## src/rtl/cmd_mailbox_pkg.sv

```systemverilog
package cmd_mailbox_pkg;
  localparam int DW = 32;
  localparam int AW = 3;

  typedef enum logic [AW-1:0] {
    ADDR_CMD  = 3'd0,
    ADDR_ARG1 = 3'd1,
    ADDR_ARG2 = 3'd2,
    ADDR_ARG3 = 3'd3,
    ADDR_SIG  = 3'd4,
    ADDR_LOCK = 3'd5
  } regSel_e;

  // control -> datapath strobes
  typedef struct packed {
    logic acceptCmd;  // latch command word and capture arguments
    logic postResp;   // write response word and result arguments
    logic clearReg;   // force command/response word to zero
  } mboxStrobe_t;

  localparam logic [DW-1:0] RSP_OK   = 32'd1;
  localparam logic [DW-1:0] RSP_FAIL = 32'd2;

  localparam logic [DW-1:0] FAILC_SIG     = 32'd1;
  localparam logic [DW-1:0] FAILC_UNSUP   = 32'd2;
  localparam logic [DW-1:0] FAILC_BADCODE = 32'd3;

  localparam logic [15:0] SIG_MAGIC = 16'hCAFE;
endpackage

```

## src/rtl/cmd_mailbox_ctrl.sv

```systemverilog
module cmd_mailbox_ctrl
  import cmd_mailbox_pkg::*;
#(
  parameter int STUCK_LIMIT = 100000
) (
  input  logic          clk,
  input  logic          rstN,
  input  logic          regWrEn,
  input  logic          regRdEn,
  input  logic [AW-1:0] regAddr,
  input  logic [DW-1:0] regWrData,
  input  logic          cmdNonClear,
  output mboxStrobe_t   strb,
  output logic          lockFree,
  output logic          stuckError
);
  localparam int CW = $clog2(STUCK_LIMIT + 1);
  localparam logic [CW-1:0] CNT_LAST = CW'(STUCK_LIMIT - 1);

  typedef enum logic [1:0] {ST_IDLE, ST_EXEC, ST_WAIT} ctrlState_e;

  ctrlState_e state;
  logic lockHeld;
  logic [CW-1:0] stuckCnt;
  logic cmdHit, clrWr, lockGrab, lockRelease, timeout;

  assign lockGrab    = regRdEn && (regAddr == ADDR_LOCK) && !lockHeld;
  assign lockRelease = regWrEn && (regAddr == ADDR_LOCK);
  assign cmdHit      = regWrEn && (regAddr == ADDR_CMD) && lockHeld;
  assign clrWr       = cmdHit && (regWrData == '0);
  assign timeout     = cmdNonClear && (stuckCnt == CNT_LAST);

  assign strb.clearReg  = clrWr || timeout;
  assign strb.acceptCmd = cmdHit && regWrData[DW-1] && (state == ST_IDLE) && !timeout;
  assign strb.postResp  = (state == ST_EXEC) && !strb.clearReg;
  assign lockFree       = !lockHeld;

  always_ff @(posedge clk) begin
    if (!rstN) begin
      state <= ST_IDLE;
    end else if (strb.clearReg) begin
      state <= ST_IDLE;
    end else if (strb.acceptCmd) begin
      state <= ST_EXEC;
    end else if (state == ST_EXEC) begin
      state <= ST_WAIT;
    end
  end

  always_ff @(posedge clk) begin
    if (!rstN) begin
      lockHeld <= 1'b0;
    end else if (timeout || lockRelease) begin
      lockHeld <= 1'b0;
    end else if (lockGrab) begin
      lockHeld <= 1'b1;
    end
  end

  always_ff @(posedge clk) begin
    if (!rstN) begin
      stuckError <= 1'b0;
    end else if (timeout) begin
      stuckError <= 1'b1;
    end else if (lockGrab) begin
      stuckError <= 1'b0;
    end
  end

  always_ff @(posedge clk) begin
    if (!rstN || timeout || !cmdNonClear) begin
      stuckCnt <= '0;
    end else begin
      stuckCnt <= stuckCnt + 1'b1;
    end
  end

  // command writes without the lock leave a clear register clear
  a_r3_no_lock_no_cmd: assert property (@(posedge clk) disable iff (!rstN)
    (!lockHeld && regWrEn && regAddr == ADDR_CMD && !cmdNonClear) |=> !cmdNonClear);

  // a timeout frees the lock, flags the error and clears the register
  a_r11_timeout_recovers: assert property (@(posedge clk) disable iff (!rstN)
    timeout |=> (!lockHeld && stuckError && !cmdNonClear));

  // a lock read by a second party never grants it while held
  a_r2_lock_kept: assert property (@(posedge clk) disable iff (!rstN)
    (lockHeld && !lockRelease && !timeout) |=> lockHeld);
endmodule

```

## src/rtl/cmd_mailbox_datapath.sv

```systemverilog
module cmd_mailbox_datapath
  import cmd_mailbox_pkg::*;
#(
  parameter int            MAX_FUNC = 8,
  parameter logic [DW-1:0] CAP0_VEC = 32'h0000_0073,
  parameter logic [DW-1:0] CAP1_VEC = 32'h0000_0003
) (
  input  logic          clk,
  input  logic          rstN,
  input  mboxStrobe_t   strb,
  input  logic          regWrEn,
  input  logic [AW-1:0] regAddr,
  input  logic [DW-1:0] regWrData,
  input  logic          lockFree,
  input  logic [DW-1:0] cfgMaxRdsRings,
  input  logic [DW-1:0] cfgMaxSdsRings,
  input  logic [DW-1:0] cfgMaxRules,
  input  logic [DW-1:0] cfgMaxRxCtx,
  input  logic [DW-1:0] cfgMaxTxCtx,
  output logic          cmdNonClear,
  output logic [DW-1:0] regRdData
);
  logic [DW-1:0] cmdReg, arg1Reg, arg2Reg, arg3Reg, sigReg;
  logic [DW-1:0] capArg1, capArg2;
  logic [DW-1:0] respCode, respArg1, respArg2;
  logic          respWrArg2, sigOk;
  logic [DW-2:0] code;

  assign code        = cmdReg[DW-2:0];
  assign sigOk       = (sigReg[31:16] == SIG_MAGIC) && (sigReg[7:0] < 8'(MAX_FUNC));
  assign cmdNonClear = (cmdReg != '0);

  // response decode
  always_comb begin
    respCode   = RSP_FAIL;
    respArg1   = FAILC_BADCODE;
    respArg2   = '0;
    respWrArg2 = 1'b0;
    if (!sigOk) begin
      respArg1 = FAILC_SIG;
    end else begin
      case (code)
        31'd1: begin
          respCode   = RSP_OK;
          respArg1   = capArg1 & CAP0_VEC;
          respArg2   = capArg2 & CAP1_VEC;
          respWrArg2 = 1'b1;
        end
        31'd2: begin respCode = RSP_OK; respArg1 = cfgMaxRdsRings; end
        31'd3: begin respCode = RSP_OK; respArg1 = cfgMaxSdsRings; end
        31'd4: begin respCode = RSP_OK; respArg1 = cfgMaxRules;    end
        31'd5: begin respCode = RSP_OK; respArg1 = cfgMaxRxCtx;    end
        31'd6: begin respCode = RSP_OK; respArg1 = cfgMaxTxCtx;    end
        31'd0, 31'd7, 31'd8, 31'd9, 31'd10,
        31'd14, 31'd15, 31'd16: respArg1 = FAILC_UNSUP;
        default: respArg1 = FAILC_BADCODE;
      endcase
    end
  end

  always_ff @(posedge clk) begin
    if (!rstN) begin
      cmdReg <= '0;
    end else if (strb.clearReg) begin
      cmdReg <= '0;
    end else if (strb.postResp) begin
      cmdReg <= respCode;
    end else if (strb.acceptCmd) begin
      cmdReg <= regWrData;
    end
  end

  always_ff @(posedge clk) begin
    if (!rstN) begin
      capArg1 <= '0;
      capArg2 <= '0;
    end else if (strb.acceptCmd) begin
      capArg1 <= arg1Reg;
      capArg2 <= arg2Reg;
    end
  end

  always_ff @(posedge clk) begin
    if (!rstN) begin
      arg1Reg <= '0;
      arg2Reg <= '0;
      arg3Reg <= '0;
      sigReg  <= '0;
    end else begin
      if (strb.postResp) begin
        arg1Reg <= respArg1;
      end else if (regWrEn && regAddr == ADDR_ARG1) begin
        arg1Reg <= regWrData;
      end
      if (strb.postResp && respWrArg2) begin
        arg2Reg <= respArg2;
      end else if (regWrEn && regAddr == ADDR_ARG2) begin
        arg2Reg <= regWrData;
      end
      if (regWrEn && regAddr == ADDR_ARG3) begin
        arg3Reg <= regWrData;
      end
      if (regWrEn && regAddr == ADDR_SIG) begin
        sigReg <= regWrData;
      end
    end
  end

  always_comb begin
    case (regAddr)
      ADDR_CMD:  regRdData = cmdReg;
      ADDR_ARG1: regRdData = arg1Reg;
      ADDR_ARG2: regRdData = arg2Reg;
      ADDR_ARG3: regRdData = arg3Reg;
      ADDR_SIG:  regRdData = sigReg;
      ADDR_LOCK: regRdData = {{(DW-1){1'b0}}, lockFree};
      default:   regRdData = '0;
    endcase
  end

  // a posted response is non-zero with bit 31 clear
  a_r5_resp_form: assert property (@(posedge clk) disable iff (!rstN)
    strb.postResp |=> (!cmdReg[DW-1] && cmdReg != '0));

  // a bad signature always yields FAIL with code 1
  a_r4_bad_sig: assert property (@(posedge clk) disable iff (!rstN)
    (strb.postResp && !sigOk) |=> (cmdReg == RSP_FAIL && arg1Reg == FAILC_SIG));

  // a clear strobe empties the register
  a_r10_clear: assert property (@(posedge clk) disable iff (!rstN)
    strb.clearReg |=> (cmdReg == '0));
endmodule

```

## src/rtl/cmd_mailbox.sv

```systemverilog
module cmd_mailbox
  import cmd_mailbox_pkg::*;
#(
  parameter int          STUCK_LIMIT = 100000,
  parameter int          MAX_FUNC    = 8,
  parameter logic [31:0] CAP0_VEC    = 32'h0000_0073,
  parameter logic [31:0] CAP1_VEC    = 32'h0000_0003
) (
  input  logic        clk,
  input  logic        rstN,
  input  logic        regWrEn,
  input  logic        regRdEn,
  input  logic [2:0]  regAddr,
  input  logic [31:0] regWrData,
  output logic [31:0] regRdData,
  input  logic [31:0] cfgMaxRdsRings,
  input  logic [31:0] cfgMaxSdsRings,
  input  logic [31:0] cfgMaxRules,
  input  logic [31:0] cfgMaxRxCtx,
  input  logic [31:0] cfgMaxTxCtx,
  output logic        stuckError
);
  mboxStrobe_t strb;
  logic cmdNonClear, lockFree;

  cmd_mailbox_ctrl #(.STUCK_LIMIT(STUCK_LIMIT)) ctrl_i (
    .clk, .rstN, .regWrEn, .regRdEn, .regAddr, .regWrData,
    .cmdNonClear, .strb, .lockFree, .stuckError
  );

  cmd_mailbox_datapath #(
    .MAX_FUNC(MAX_FUNC), .CAP0_VEC(CAP0_VEC), .CAP1_VEC(CAP1_VEC)
  ) dp_i (
    .clk, .rstN, .strb, .regWrEn, .regAddr, .regWrData, .lockFree,
    .cfgMaxRdsRings, .cfgMaxSdsRings, .cfgMaxRules, .cfgMaxRxCtx, .cfgMaxTxCtx,
    .cmdNonClear, .regRdData
  );
endmodule

```

## config.mk

```make
export PLATFORM = sky130hd
export DESIGN_NAME = cmd_mailbox
export DESIGN_NICKNAME = d
export VERILOG_FILES = /design/src/rtl/cmd_mailbox_pkg.sv /design/src/rtl/cmd_mailbox_ctrl.sv /design/src/rtl/cmd_mailbox_datapath.sv /design/src/rtl/cmd_mailbox.sv
export SDC_FILE = /design/constraint.sdc
export NUM_CORES = 1
export LEC_CHECK = 0
export BUFFER_PORTS_ARGS = -buffer_cell sky130_fd_sc_hd__buf_4
export CORE_MARGIN = 2
export CORE_UTILIZATION = 50
export DETAILED_ROUTE_END_ITERATION = 6
export GPL_TIMING_DRIVEN = 0
export HOLD_SLACK_MARGIN = 0.1
export PLACE_DENSITY = 0.76
export SLEW_MARGIN = 10
export SYNTH_ARGS = -nofsm -noshare
export SYNTH_HDL_FRONTEND = slang
export SYNTH_HIERARCHICAL = 1
export SYNTH_SLANG_ARGS = --single-unit
```

## constraint.sdc

```tcl
create_clock -name clk -period 3.2 [get_ports clk]
set_input_delay 0.32 -clock clk [delete_from_list [all_inputs] [get_ports clk]]
set_output_delay 0.32 -clock clk [all_outputs]
set_load 0.01 [all_outputs]
```

* Word level (Yosys, flattened, before mapping) *
Cells that the tools add are included.

word-level totals
  logic and storage cells = 96
  input bits = 199
  register bits after elaboration = 190

operators by class
  add/sub/neg operators = 1
  bitwise operators = 1
  equality and inequality tests = 21
  reduce and logical (&&, ||, !) cells = 41
  $lt $le $gt $ge = 1
  mux-type cells = 19

operators by type and width
  operator               count
  $mux 32                7
  $pmux 32 s7            1
  $pmux 32 s6            1
  $eq 31x4->1 const B    5
  $eq 31x3->1 const B    4
  $eq 31x2->1 const B    2
  $logic_not 32->1       1
  $reduce_bool 32->1     1
  $eq 31x1->1 const B    1
  $eq 31x5->1 const B    1
  $logic_not 31->1       1
  $add 17x1->17 const B  1
  $eq 17x17->1 const B   1
  $logic_and 1x1->1      17
  $eq 16x16->1 const B   1
  $reduce_bool 2->1      5
  $lt 8x4->1 const B     1
  $mux 2                 4
  $reduce_or 8->1        1
  $eq 3x2->1 const B     2
  $eq 3x3->1 const B     2
  $mux 1                 6
  $reduce_or 6->1        1
  $logic_not 1->1        5
  8 further kinds        12

* Logic depth before layout (Yosys ltp) *
  word-level depth = 9
  gate-level depth with buffers = 14
  depth with buffers taken out = 12

* Hierarchy *
Netlist, hierarchy kept.

by module, submodules not included
  module                area an instance (um^2)  cells each  seq. area each (um^2)  instances
  cmd_mailbox_datapath  9,258.9                  1,109       3,343.2                1
  cmd_mailbox_ctrl      1,102.3                  123         420.4                  1

* Worst setup path before layout *
No wires, ideal clock.

  path type = flip-flop to flip-flop
  from = register dp_i.cmdReg[4]
  to = register dp_i.arg1Reg[29]
  data required time = 3.121 ns
  setup time = 0.079 ns
  stages on the path, launching flop included = 14
  period minus slack after synthesis = 3.273 ns
  slack = -0.073 ns
  data arrival time = 3.193 ns
  path through = dfxtp_1 -> or4_4 -> nor3_2 -> nand3_1 -> nor3b_1 -> and4_1 -> buf_6 -> nor4b_2 -> and4_1 -> nand4_1 -> a211oi_1 -> clkbuf_1 -> a21oi_1 -> a211oi_2

RTL lines
  item                    RTL line                    source
  start, declared         cmd_mailbox_datapath.sv:23  logic [DW-1:0] cmdReg, arg1Reg, arg2Reg, arg3Reg, sigReg;
  start signal, assigned  cmd_mailbox_datapath.sv:67  cmdReg <= respCode;
  start signal, assigned  cmd_mailbox_datapath.sv:69  cmdReg <= regWrData;
  end signal, assigned    cmd_mailbox_datapath.sv:91  arg1Reg <= respArg1;
  end signal, assigned    cmd_mailbox_datapath.sv:93  arg1Reg <= regWrData;
  end, declared           cmd_mailbox_datapath.sv:23

==> run metrics <==
status=finished, violations left; failing checks=setup timing; R2R Path Start=dp_i/cmdReg[25]; gpl congestion=0.9700; ys async rst share=0%; Data arrival, critical path=3.71 ns; CTS tree=built; WL/cell=22.44 um; final hold slack=0.1620 ns; row cnt=52; family with the most delay on the worst path=simple AND/OR/NAND/NOR gates; proportion of layout cells with a drive suffix above 1=30.78%; unrepaired setup endpoints after global routing=yes; die area=21890 um^2; Data required, critical path=3.52 ns; Layout area overhead=31.17%; global-route wire length before repair=60040 um; placed insts=1733; cell mode on critical path=buf_4; Worst path max stage delay=0.36 ns; clock root buffer=clkbuf_16; Yosys warnings=6; Ant. Diodes=0; Avg Inst Size Synth=8.410 um^2; drt total wl=40090 um; WHS Endpoint=ctrl_i/stuckError; Final Setup Violations=54; period utilization=105.8%; clk sinks=188; min setup slack post-route=-0.1853 ns; DR vias=11040; most numerous cell in the Yosys netlist=nand2_1; GR Overflow Total=0; die height=148.0 um; drt initial violations=1142; Synth area leader=dfxtp_1; hold_sp=rstN; worst vdd ir=0.0003733 V; H-tree depth=4; critical path class=flip-flop to flip-flop; Clk pin slew, worst setup/hold paths=0.07 ns; Syn Inst Count=1232; synth unique cells=69; Initial Util=51.04%; FF-to-FF End=dp_i/arg2Reg[18]; Post-synth EDFFs=0; top cell type's share of synthesized area=36.32%; Die X-Extent=148.0 um; Post-synth top cells=nand2_1 (212), dfxtp_1 (188), a21oi_1 (168); Max-cap violations=0; reg2reg setup slack=-0.19 ns; hold path depth=2; Yosys reg bits=188; crit-path max FO=10; DRT antenna net count=0; Worst R2R Path Depth=15; CP max stage cell=dfxtp_4; Remaining DRCs=0; TNS Setup=-7.389 ns; vias in the first global route=10640; antenna violations before repair=0; post-synthesis sequential area ratio=36.32%; ys flop type=dfxtp_1; largest net degree at the start of global routing=17; Non-Filler Instances=1787; GR Util All Layers=35.99%; Max Slew Vio Count=0; worst slack, placed=-1.128 ns; minimum clock period=3.385 ns; Final nets=1705; router iterations before antenna repair=7; clock skew=0.01290 ns; Post-Syn Area=10360 um^2; Syn Nets=1432; crit-path cells=nor4_4 > nand4_4 > nor3_4 > nand3_2 > nor3b_4 > and4_4 > nor4b_4 > and4_1 > nand4_1 > buf_6 > buf_4 > nor2_4 > a31o_2 > buf_4 > a21oi_1; IO Pins=232; number of vias per cell=6.176; FMAX=295.4 MHz; crit end category=flip-flop; Worst-Margin Slew=0.9058 ns; post-DP HPWL=29250 um; Num CTS Buffers=17; count of port buffers added during placement=231; core outline area=20300 um^2; Setup crit start kind=flip-flop; CP bufs+invs=3; Relative slew margins=39.61%; HP Class=primary input to flip-flop; Tot Pwr=0.005355 W; worst-skew pair later-pin latency=0.45 ns; Final Hold Fails=0; Leak=5.083 nW; ranking of synthesized cells by area=dfxtp_1 (36%), a21oi_1 (8.1%), nand2_1 (7.7%), mux2i_1 (6.8%), nor2_1 (5.0%); PD cells=394.0 nW/um^2; clk buf depth=2
[what timing repair did]
item                                    CTS  global route
endpoints found under the setup margin  103           103
gates cloned                              3             0
pin swaps                                26            21
hold endpoints to repair                  0             0
hold buffers                              0             0
setup buffers                            15             8
resized for setup                        65            46
[kinds of logic (layout without fill, tap and decap cells)]
group	count (synthesis)	count (layout)	synth area share [%]
AOI/OAI and AO/OA	349	349	22.64
xor gates and xnor gates	14	14	1.183
adders and majority gates	1	1	0.1207
buffers and inverters	111	396	4.698
DFF	188	188	36.32
muxes	121	121	14.48
and+or+nand+nor	448	448	20.55
[how the worst max path moves through the flow]
stage / from / endpoint / slack, ns / cells after the start
final: dp_i/cmdReg[25] / dp_i/arg2Reg[18] / -0.19 / 15
after global placement: dp_i/cmdReg[6] / dp_i/arg1Reg[6] / -1.04 / 14
after global routing: dp_i/cmdReg[25] / dp_i/arg1Reg[12] / -0.28 / 16
after floorplan: dp_i/cmdReg[4] / dp_i/arg1Reg[5] / 0.04 / 13
after detailed placement: dp_i/cmdReg[6] / dp_i/arg1Reg[6] / -1.13 / 14
after CTS: dp_i/cmdReg[14] / dp_i/arg1Reg[31] / -0.16 / 15
[state kept, by name (all words and copies together), names as in the netlist]
register	count
dp_i/arg3Reg	32
dp_i/sigReg	32
ctrl_i/stuckError	1
ctrl_i/state	2
dp_i/capArg1	5
dp_i/arg1Reg	32
dp_i/arg2Reg	32
ctrl_i/lockHeld	1
ctrl_i/stuckCnt	17
dp_i/capArg2	2
dp_i/cmdReg	32
[routing by layer]
layer / vias to the layer above / share of wire, % / track usage (%)
met5: - / 0 / 0
met4: 0 / 4.6 / 16.57
met3: 139 / 11 / 6.235
met2: 757 / 46 / 58.21
met1: 5171 / 38 / 47.14
li1: 4969 / - / -
[area by class of cell]
class | instances | area [um^2]
multi-input combinational | 933 | 6311
buffer | 101 | 515.5
inverter | 8 | 30.03
clock inverter | 13 | 211.5
clock buffer | 18 | 429.2
fill | 1704 | 6709
tap | 270 | 337.8
sequential | 188 | 3782
timing repair buffer | 256 | 1973
[metrics by stage]
| stage | util (%) | cell area, um^2 |
|---|---|---|
| after global placement | 61.29 | 12440 |
| final | 66.95 | 13590 |
| after CTS | 66.48 | 13490 |
| after floorplan | - | 10370 |
| after detailed placement | 61.29 | 12440 |
| after global routing | 66.95 | 13590 |
[cell usage in the layout, fill, tap and decap left out, types with 7 or more instances in the layout]
cell / count
clkbuf_2: 7
a211oi_2: 26
mux2i_1: 70
nand2_1: 210
mux4_2: 20
nor4_1: 11
clkbuf_16: 18
mux2_2: 31
a22oi_2: 20
nand3_1: 11
inv_1: 8
a22o_1: 47
buf_2: 10
nand4_1: 8
a21oi_1: 157
clkbuf_1: 64
nor3_1: 7
buf_6: 11
o22ai_1: 12
buf_4: 257
o21ai_0: 41
a21oi_2: 8
dfxtp_1: 181
xor2_1: 8
a22oi_1: 7
nor2_1: 136
[power by group]
group,switching (W),internal [W],total [W]
Clock,0.000958,0.00139,0.00235
Sequential,0.0000340,0.00238,0.00241
Combinational,0.000316,0.000281,0.000597
Total,0.00131,0.00405,0.00535
Power figures use the tool's default switching activity.
